File: src/rtl/thermguard_pkg.sv
package thermguard_pkg;

  // Why a core is under thermal control this cycle.
  typedef enum logic [1:0] {
    CAUSE_NONE     = 2'd0,
    CAUSE_INTERNAL = 2'd1,
    CAUSE_EXTERNAL = 2'd2
  } cause_e;

  localparam int unsigned MIN_SYNC_STAGES = 2;

endpackage

File: src/rtl/hotpin_sync.sv
// Synchronises the read-back of the shared hot wire and removes the block's
// own pull from it. While our drive is in flight through the synchroniser,
// the last externally qualified decision is held.
module hotpin_sync #(
  parameter int unsigned SYNC_STAGES = 2
) (
  input  logic clk,
  input  logic rst,
  input  logic pin_sense_i,
  input  logic own_drive_i,
  output logic ext_hot_o
);
  localparam int unsigned STAGES =
    (SYNC_STAGES < thermguard_pkg::MIN_SYNC_STAGES) ? thermguard_pkg::MIN_SYNC_STAGES : SYNC_STAGES;

  logic [STAGES-1:0] sync_q;
  logic [STAGES-1:0] drv_hist_q;
  logic              ext_held_q;
  logic              own_masked;

  always_ff @(posedge clk) begin
    if (rst) begin
      sync_q     <= '0;
      drv_hist_q <= '0;
      ext_held_q <= 1'b0;
    end else begin
      sync_q     <= {sync_q[STAGES-2:0], pin_sense_i};
      drv_hist_q <= {drv_hist_q[STAGES-2:0], own_drive_i};
      ext_held_q <= ext_hot_o;
    end
  end

  // Any drive still travelling through the stages makes the sample ambiguous.
  assign own_masked = |drv_hist_q;
  assign ext_hot_o  = own_masked ? ext_held_q : sync_q[STAGES-1];

  // a fresh external decision can never rise while our own pull is in flight
  p_own_drive_ignored_r7: assert property (@(posedge clk) disable iff (rst)
    (own_masked && !ext_held_q) |-> !ext_hot_o);

endmodule

File: src/rtl/throttle_core.sv
// Per-core throttle decision with registered outputs.
module throttle_core #(
  parameter int unsigned NUM_CORES = 4
) (
  input  logic                 clk,
  input  logic                 rst,
  input  logic [NUM_CORES-1:0] core_hot_i,
  input  logic                 tm_enable_i,
  input  logic                 ext_hot_i,
  output logic                 pin_drive_o,
  output logic [NUM_CORES-1:0] tcc_core_o,
  output logic [NUM_CORES-1:0] clk_mod_o,
  output logic                 min_op_req_o
);
  import thermguard_pkg::*;

  for (genvar c = 0; c < NUM_CORES; c++) begin : g_core
    cause_e cause;

    always_comb begin
      if (ext_hot_i)                        cause = CAUSE_EXTERNAL;
      else if (core_hot_i[c] && tm_enable_i) cause = CAUSE_INTERNAL;
      else                                  cause = CAUSE_NONE;
    end

    always_ff @(posedge clk) begin
      if (rst) begin
        tcc_core_o[c] <= 1'b0;
        clk_mod_o[c]  <= 1'b0;
      end else begin
        tcc_core_o[c] <= (cause != CAUSE_NONE);
        clk_mod_o[c]  <= (cause == CAUSE_INTERNAL);
      end
    end
  end

  always_ff @(posedge clk) begin
    if (rst) begin
      pin_drive_o  <= 1'b0;
      min_op_req_o <= 1'b0;
    end else begin
      pin_drive_o  <= |core_hot_i;
      min_op_req_o <= ext_hot_i;
    end
  end

  // any hot core pulls the wire on the next cycle
  p_pin_follows_hot_r1: assert property (@(posedge clk) disable iff (rst)
    (|core_hot_i) |=> pin_drive_o);
  // an external trigger engages every core together
  p_ext_all_cores_r2: assert property (@(posedge clk) disable iff (rst)
    ext_hot_i |=> (&tcc_core_o));
  // an external trigger requests the minimum operating point
  p_ext_min_op_r3: assert property (@(posedge clk) disable iff (rst)
    ext_hot_i |=> min_op_req_o);
  // no clock modulation on the external path
  p_ext_no_clkmod_r4: assert property (@(posedge clk) disable iff (rst)
    ext_hot_i |=> (clk_mod_o == '0));
  // with the monitor disabled and no external cause, nothing is throttled
  p_tm_off_idle_r6: assert property (@(posedge clk) disable iff (rst)
    (!tm_enable_i && !ext_hot_i) |=> (tcc_core_o == '0 && clk_mod_o == '0));
  // modulation is only ever enabled on a core that is under thermal control
  p_clkmod_within_tcc_r6: assert property (@(posedge clk) disable iff (rst)
    ((clk_mod_o & ~tcc_core_o) == '0));

endmodule

File: src/rtl/trip_latch.sv
// Sticky catastrophic shutdown. Depends only on the trip flags.
module trip_latch #(
  parameter int unsigned NUM_CORES = 4
) (
  input  logic                 clk,
  input  logic                 rst,
  input  logic [NUM_CORES-1:0] core_trip_i,
  output logic                 trip_o
);
  always_ff @(posedge clk) begin
    if (rst) trip_o <= 1'b0;
    else     trip_o <= trip_o | (|core_trip_i);
  end

  // any trip flag shuts the device down one cycle later
  p_trip_sets_r8: assert property (@(posedge clk) disable iff (rst)
    (|core_trip_i) |=> trip_o);
  // the shutdown holds until reset
  p_trip_sticky_r9: assert property (@(posedge clk) disable iff (rst)
    trip_o |=> trip_o);

endmodule

File: src/rtl/thermal_guard.sv
module thermal_guard #(
  parameter int unsigned NUM_CORES   = 4,
  parameter int unsigned SYNC_STAGES = 2
) (
  input  logic                 clk,
  input  logic                 rst,
  input  logic [NUM_CORES-1:0] core_hot_i,
  input  logic [NUM_CORES-1:0] core_trip_i,
  input  logic                 tm_enable_i,
  input  logic                 hot_pin_sense_i,
  output logic                 hot_pin_drive_o,
  output logic [NUM_CORES-1:0] tcc_core_o,
  output logic [NUM_CORES-1:0] clk_mod_o,
  output logic                 min_op_req_o,
  output logic                 trip_shutdown_o
);
  logic ext_hot;

  hotpin_sync #(.SYNC_STAGES(SYNC_STAGES)) u_sync (
    .clk         (clk),
    .rst         (rst),
    .pin_sense_i (hot_pin_sense_i),
    .own_drive_i (hot_pin_drive_o),
    .ext_hot_o   (ext_hot)
  );

  throttle_core #(.NUM_CORES(NUM_CORES)) u_throttle (
    .clk          (clk),
    .rst          (rst),
    .core_hot_i   (core_hot_i),
    .tm_enable_i  (tm_enable_i),
    .ext_hot_i    (ext_hot),
    .pin_drive_o  (hot_pin_drive_o),
    .tcc_core_o   (tcc_core_o),
    .clk_mod_o    (clk_mod_o),
    .min_op_req_o (min_op_req_o)
  );

  trip_latch #(.NUM_CORES(NUM_CORES)) u_trip (
    .clk         (clk),
    .rst         (rst),
    .core_trip_i (core_trip_i),
    .trip_o      (trip_shutdown_o)
  );

  // reset clears every output on the next edge
  p_reset_clears_r10: assert property (@(posedge clk)
    rst |=> (!hot_pin_drive_o && tcc_core_o == '0 && clk_mod_o == '0 &&
             !min_op_req_o && !trip_shutdown_o));

endmodule

File: config.mk
export PLATFORM = sky130hd
export DESIGN_NAME = thermal_guard
export DESIGN_NICKNAME = d
export VERILOG_FILES = /design/src/rtl/thermguard_pkg.sv /design/src/rtl/hotpin_sync.sv /design/src/rtl/throttle_core.sv /design/src/rtl/trip_latch.sv /design/src/rtl/thermal_guard.sv
export SDC_FILE = /design/constraint.sdc
export NUM_CORES = 1
export LEC_CHECK = 0
export BUFFER_PORTS_ARGS = -buffer_cell sky130_fd_sc_hd__buf_2
export CAP_MARGIN = 10
export CELL_PAD_IN_SITES_DETAIL_PLACEMENT = 1
export CELL_PAD_IN_SITES_GLOBAL_PLACEMENT = 2
export CORE_UTILIZATION = 26
export DETAILED_ROUTE_END_ITERATION = 16
export MAX_ROUTING_LAYER = met4
export PLACE_DENSITY = 0.81
export SETUP_SLACK_MARGIN = 0.02
export SYNTH_ARGS = -nofsm -noshare
export SYNTH_HDL_FRONTEND = slang
export SYNTH_HIERARCHICAL = 1
export SYNTH_SLANG_ARGS = --single-unit
File: constraint.sdc
create_clock -name clk -period 2.95 [get_ports clk]
set_input_delay 0.59 -clock clk [delete_from_list [all_inputs] [get_ports clk]]
set_output_delay 0.59 -clock clk [all_outputs]
set_load 0.005 [all_outputs]
==> results of run 1 <==
==> per-layer routing <==
metal  vias up  GRT usage  share of wire
met5         -          -              0
met4         0     0.0182              0
met3         0     0.0735          0.098
met2        16      0.112           0.42
met1       165      0.113           0.48
li1        193          -              -
==> cell type report <==
type,count,area (um^2)
fillers,217,1070
flip-flops and latches,16,320
multi-input cells,27,150
repair buffers,22,110
well taps,25,31.3
clock buffers,3,22.5
==> kinds of logic (layout without fill, tap and decap cells) <==
kind of cell,after synthesis,after routing,synth area share
buffers and inverters,0,25,0
and+or+nand+nor,20,20,0.245
DFF,16,16,0.681
AOI/OAI and AO/OA,7,7,0.0745
==> power groups by stage <==
stage | logic, uW | clock network [uW] | registers (uW)
4_1_cts | 32.9 | 112 | 229
5_1_grt | 36.1 | 126 | 230
2_1_floorplan | 11.0 | 0 | 235
6_report | 32.3 | 106 | 229
3_3_place_gp | 32.7 | 0 | 234
3_5_place_dp | 32.8 | 0 | 234
==> Yosys cell counts <==
| library cell | n | area share |
|---|---|---|
| nor4_1 | 1 | 0.013 |
| or3b_1 | 1 | 0.019 |
| nor2_1 | 6 | 0.048 |
| a21oi_1 | 6 | 0.064 |
| dfxtp_1 | 16 | 0.68 |
| o21ai_0 | 1 | 0.011 |
| and2_1 | 4 | 0.053 |
| nor3_1 | 1 | 0.011 |
| nand2_1 | 1 | 0.0080 |
| nor3b_2 | 1 | 0.027 |
| nor2b_1 | 5 | 0.066 |
==> flip-flops by register name, indices dropped and copies added, names as in the netlist <==
register / count
u_sync/drv_hist_q: 2
u_sync/ext_held_q: 1
u_sync/sync_q: 2
u_throttle/clk_mod_o: 4
u_throttle/min_op_req_o: 1
u_throttle/pin_drive_o: 1
u_throttle/tcc_core_o: 4
u_trip/trip_o: 1
==> final timing paths <==
| kind | end | slack (ns) | cells after the start |
|---|---|---|---|
| worst max-delay path | hot_pin_drive_o | 1.64 | 1 |
| worst min register to register | u_sync/sync_q[1]$_SDFF_PP0_ | 0.45 | 1 |
| worst max register to register | u_throttle/clk_mod_o[0]$_SDFF_PP0_ | 1.74 | 4 |
| worst min-delay path | u_sync/sync_q[1]$_SDFF_PP0_ | 0.45 | 1 |
==> stage by stage <==
| stage | hold WS (ns) | worst slack (ns) |
|---|---|---|
| after floorplan | 0.414 | 1.81 |
| after global placement | 0.420 | 1.68 |
| after detailed placement | 0.428 | 1.71 |
| after CTS | 0.452 | 1.62 |
| after global routing | 0.464 | 1.58 |
| final | 0.446 | 1.64 |
==> impl_metrics.ini, run 1 <==
[drt]
wl_per_cell_um = 8.82
ant_nets = 0
drtIter0Drc = 3
drt-pass1-iter-count = 3
vias = 374
post-route-drc-count = 0
viasPerCell = 4.02
wl_um = 820

[synthesis]
avgSynthCellArea_um2 = 10.9
yosys_warnings = 6
syn_inst = 43
syn-cell-area_um2 = 470
syn_nets = 55
synth-seq-cells = 16
ys_types = 11
yosysSeqAreaShare = 0.681

[setup_path]
cp_slowest_cell = dfxtp_1
crit_family = flip-flops
r2r_start = u_sync/drv_hist_q[1]$_SDFF_PP0_
timing.critical_path.buf_inv = 1
cp-start-kind = flop
cp_max_fo = 2
end_kind = primary output
crit_chain = buf_2
slowest_delay_ns = 0.34
crit_type = reg -> out
arrival_ns = 0.72
crit_path_start = u_throttle/pin_drive_o$_SDFF_PP0_
cp_data_required_time_ns = 2.36

[power]
swShare = 0.210
clockPowerShare = 0.288
p_seq_frac = 0.624
power.total_uw = 367
p_leak_uw = 0.000301
vdd_ir_drop_max_mv = 0.307
power_density_nw_per_um2 = 579
p_sw_uw = 77.0
p_int_uw = 290
pwr-share-comb = 0.088

[placement]
portBuffers = 22
gp_congestion = 0.637
dp_hpwl_um = 613
place_inst = 90
placed_area_um2 = 612

[sta]
period_share = 0.445
slew_viol_final = 0
setup_viol = 0
finClkSkew_ns = 0.00305
fin_crit_ns = 1.31
rsz0062_at_grt = no
tightest_slew_ns = 0.240
tns_ns = 0
slew_headroom = 0.838
fmax_mhz = 761
hold_violations = 0

[cells_and_area]
final_common_cell = buf_2
stdcell_area_um2 = 634
final_cell_mix = buf_2, dfxtp_1, a21oi_1, nor2_1, nor2b_1
fin_util = 0.371
drive_gt1_frac = 0.382
instances_no_fill = 93
layout.nets = 82
diodes = 0
syn_to_final_growth_pct = 34.8

[die]
core_area_um2 = 1710
initial_core_util = 0.275
rows = 15
die-area_um2 = 1980
dieWidth_um = 44.5
io_pins = 23
die_y_um = 44.5

[clocking]
cts_sinks = 16
cts.path.max_buffers = 2
htree_levels = 1
ctsHoldBuffers = 0
clk_pin_slew_ns = 0.08
numCtsBuffers = 3
post_cts_buffers = 0
insertion_delay_ns = 0.28
cts_tree = done
cts_resized = 0
cts_root_buf = clkbuf_4

[global_route]
gr-total-overflow = 0
first_global_vias = 261
antenna_found_initial = 0
grt_pass1_wl_mm = 1.16
track_usage = 0.0906
grt_max_degree = 14

[hold_path]
worstHoldPathType = reg -> reg
hp-start = u_sync/sync_q[0]$_SDFF_PP0_

[run]
cap_violations = 0

[run_status]
status = finished clean
Power figures use the tool's default switching activity.
==> run 2: changes to the inputs <==
--- a/config.mk
+++ b/config.mk
@@ -5,14 +5,15 @@
 export SDC_FILE = /design/constraint.sdc
 export NUM_CORES = 1
 export LEC_CHECK = 0
+export ABC_AREA = 1
 export BUFFER_PORTS_ARGS = -buffer_cell sky130_fd_sc_hd__buf_2
 export CAP_MARGIN = 10
 export CELL_PAD_IN_SITES_DETAIL_PLACEMENT = 1
 export CELL_PAD_IN_SITES_GLOBAL_PLACEMENT = 2
-export CORE_UTILIZATION = 26
+export CORE_UTILIZATION = 21
 export DETAILED_ROUTE_END_ITERATION = 16
 export MAX_ROUTING_LAYER = met4
-export PLACE_DENSITY = 0.81
+export PLACE_DENSITY = 0.72
 export SETUP_SLACK_MARGIN = 0.02
 export SYNTH_ARGS = -nofsm -noshare
 export SYNTH_HDL_FRONTEND = slang
==> constraint.sdc (replaced) <==
create_clock -name clk -period 1.15 [get_ports clk]
set_input_delay 0.23 -clock clk [delete_from_list [all_inputs] [get_ports clk]]
set_output_delay 0.23 -clock clk [all_outputs]
set_load 0.005 [all_outputs]
==> run 2 against run 1 <==
Effect of this change:
- via count up 16%
- area after synthesis up 9.0%
- critical endpoint is now u_throttle/tcc_core_o[3]$_SDFF_PP0_
- worst hold slack lost 0.29 ns
- flip-flop and latch count stayed put
- wire length rose by 18%
- setup slack got worse by 1.5 ns
- largest cell class unchanged
- critical path depth increased by 5
==> impl_metrics.ini, run 2 <==
[drt]
ant_nets = 0
drtIter0Drc = 2
wl_um = 971
wl_per_cell_um = 8.91
post-route-drc-count = 0
drt-pass1-iter-count = 2
vias = 434
viasPerCell = 3.98

[synthesis]
yosys_warnings = 6
ys_async_sr_fraction = 0
yosysSeqAreaShare = 0.624
ys.flop_type = dfxtp_1
synth_top_cells_by_count = dfxtp_1, inv_1, nor2_1
netlist_top_cells_area = dfxtp_1, inv_1, nor2_1
syn-cell-area_um2 = 513
synth_area_leader_cell = dfxtp_1
synth-seq-cells = 16
synth_most_common_cell = dfxtp_1
avgSynthCellArea_um2 = 9.00
synth_edf_count = 0
syn_inst = 57
synth_top_area_share = 0.624
syn_nets = 69
ys_types = 12

[cells_and_area]
fin_util = 0.297
stdcell_area_um2 = 669
drive_gt1_frac = 0.395
n_fill_cell = 295
syn_to_final_growth_pct = 30.5
reg_top3 = u_throttle/clk_mod_o (4), u_throttle/tcc_core_o (4)
final_common_cell = buf_2
diodes = 0
final_cell_mix = buf_2, dfxtp_1, nor2_1, inv_1, nand2_1
instances_no_fill = 109
layout.nets = 95

[setup_path]
worstRegToRegCells = 6
timing.critical_path.buf_inv = 2
cp-start-kind = flop
cp_slowest_cell = dfxtp_1
crit_family = flip-flops
cp_max_fo = 5
end_kind = flop
arrival_ns = 1.16
cp_data_required_time_ns = 1.32
slowest_delay_ns = 0.33
crit_cells = 6
crit_chain = nor2_1 > nand2_1 > nand2_1 > inv_2 > inv_2 > a21oi_2
crit_type = reg -> reg

[global_route]
gr-total-overflow = 0
track_usage = 0.0966
first_global_vias = 436
grt_pass1_wl_mm = 1.75
antenna_found_initial = 0
grt_max_degree = 17

[die]
die_y_um = 51.4
rows = 17
core_area_um2 = 2250
dieWidth_um = 51.4
die-area_um2 = 2640
io_pins = 23
initial_core_util = 0.228

[sta]
fin_crit_ns = 0.995
setup_viol = 0
slew_headroom = 0.789
hold_violations = 0
tns_ns = 0
finClkSkew_ns = 0.00275
slew_viol_final = 0
fmax_mhz = 1010
timing.hold.ws_ns = 0.154
period_share = 0.865
tightest_slew_ns = 0.317
rsz0062_at_grt = no

[placement]
placed_area_um2 = 647
gp_congestion = 0.754
portBuffers = 22
dp_hpwl_um = 779
place_inst = 106

[clocking]
numCtsBuffers = 3
ctsHoldBuffers = 0
htree_levels = 1
insertion_delay_ns = 0.28
post_cts_buffers = 0
cts_tree = done
cts_root_buf = clkbuf_4
cts.path.max_buffers = 2
cts_sinks = 16
cts_resized = 0
clk_pin_slew_ns = 0.08

[run]
cap_violations = 0

[power]
p_leak_uw = 0.000342
power_density_nw_per_um2 = 1480
vdd_ir_drop_max_mv = 0.434

[hold_path]
hold_depth = 3
worstHoldPathType = in -> reg

[run_status]
status = finished clean
-- run 2: where the power goes --
group / total, uW / internal [uW] / switching [uW] / leakage [uW]
clock: 277 / 122 / 155 / 0.0000138
combinational: 116 / 50.7 / 64.9 / 0.000196
sequential: 597 / 587 / 9.79 / 0.000132
total: 990 / 759 / 230 / 0.000342
-- run 2: final cells by class --
cell class	instances	area, um^2	share of cell area
inverter	11	41.3	0.0617
multi-input combinational	29	140	0.209
tap	28	35.0	0.0523
clock buffer	3	22.5	0.0336
sequential	16	320	0.479
timing repair buffer	22	110	0.164
-- run 2: worst reg2reg max path: stages (launching register included) --
cell and delay (ns):
dfxtp_1 0.33, nor2_1 0.11, nand2_1 0.07, nand2_1 0.11
inv_2 0.07, inv_2 0.12, a21oi_2 0.07
-- run 2: cell families after synthesis --
family | count (synthesis) | share of synthesized area
compound gates | 6 | 0.0878
simple gates | 23 | 0.185
buf+inv | 12 | 0.102
flops | 16 | 0.624
-- run 2: worst paths after layout --
check | startpoint | end | slack (ns)
worst max-delay path | u_sync/drv_hist_q[0]$_SDFF_PP0_ | u_throttle/tcc_core_o[3]$_SDFF_PP0_ | 0.16
worst min-delay path | hot_pin_sense_i | u_sync/sync_q[0]$_SDFF_PP0_ | 0.15
worst max register to register | u_sync/drv_hist_q[0]$_SDFF_PP0_ | u_throttle/tcc_core_o[3]$_SDFF_PP0_ | 0.16
worst min register to register | u_sync/sync_q[0]$_SDFF_PP0_ | u_sync/sync_q[1]$_SDFF_PP0_ | 0.41
-- run 2: routing by layer --
metal  vias to the layer above  GRT usage  part of all wire
li1                        221          -                 -
met1                       190      0.110              0.45
met2                        18      0.139              0.43
met3                         5     0.0179             0.067
met4                         0     0.0946             0.044
met5                         -          -                 0
-- run 2: per-stage QoR --
step	total power, uW	setup slack [ns]
3_5_place_dp	729	0.112
5_1_grt	1060	0.0432
3_3_place_gp	725	0.170
6_report	990	0.155
2_1_floorplan	672	0.275
4_1_cts	1010	0.101
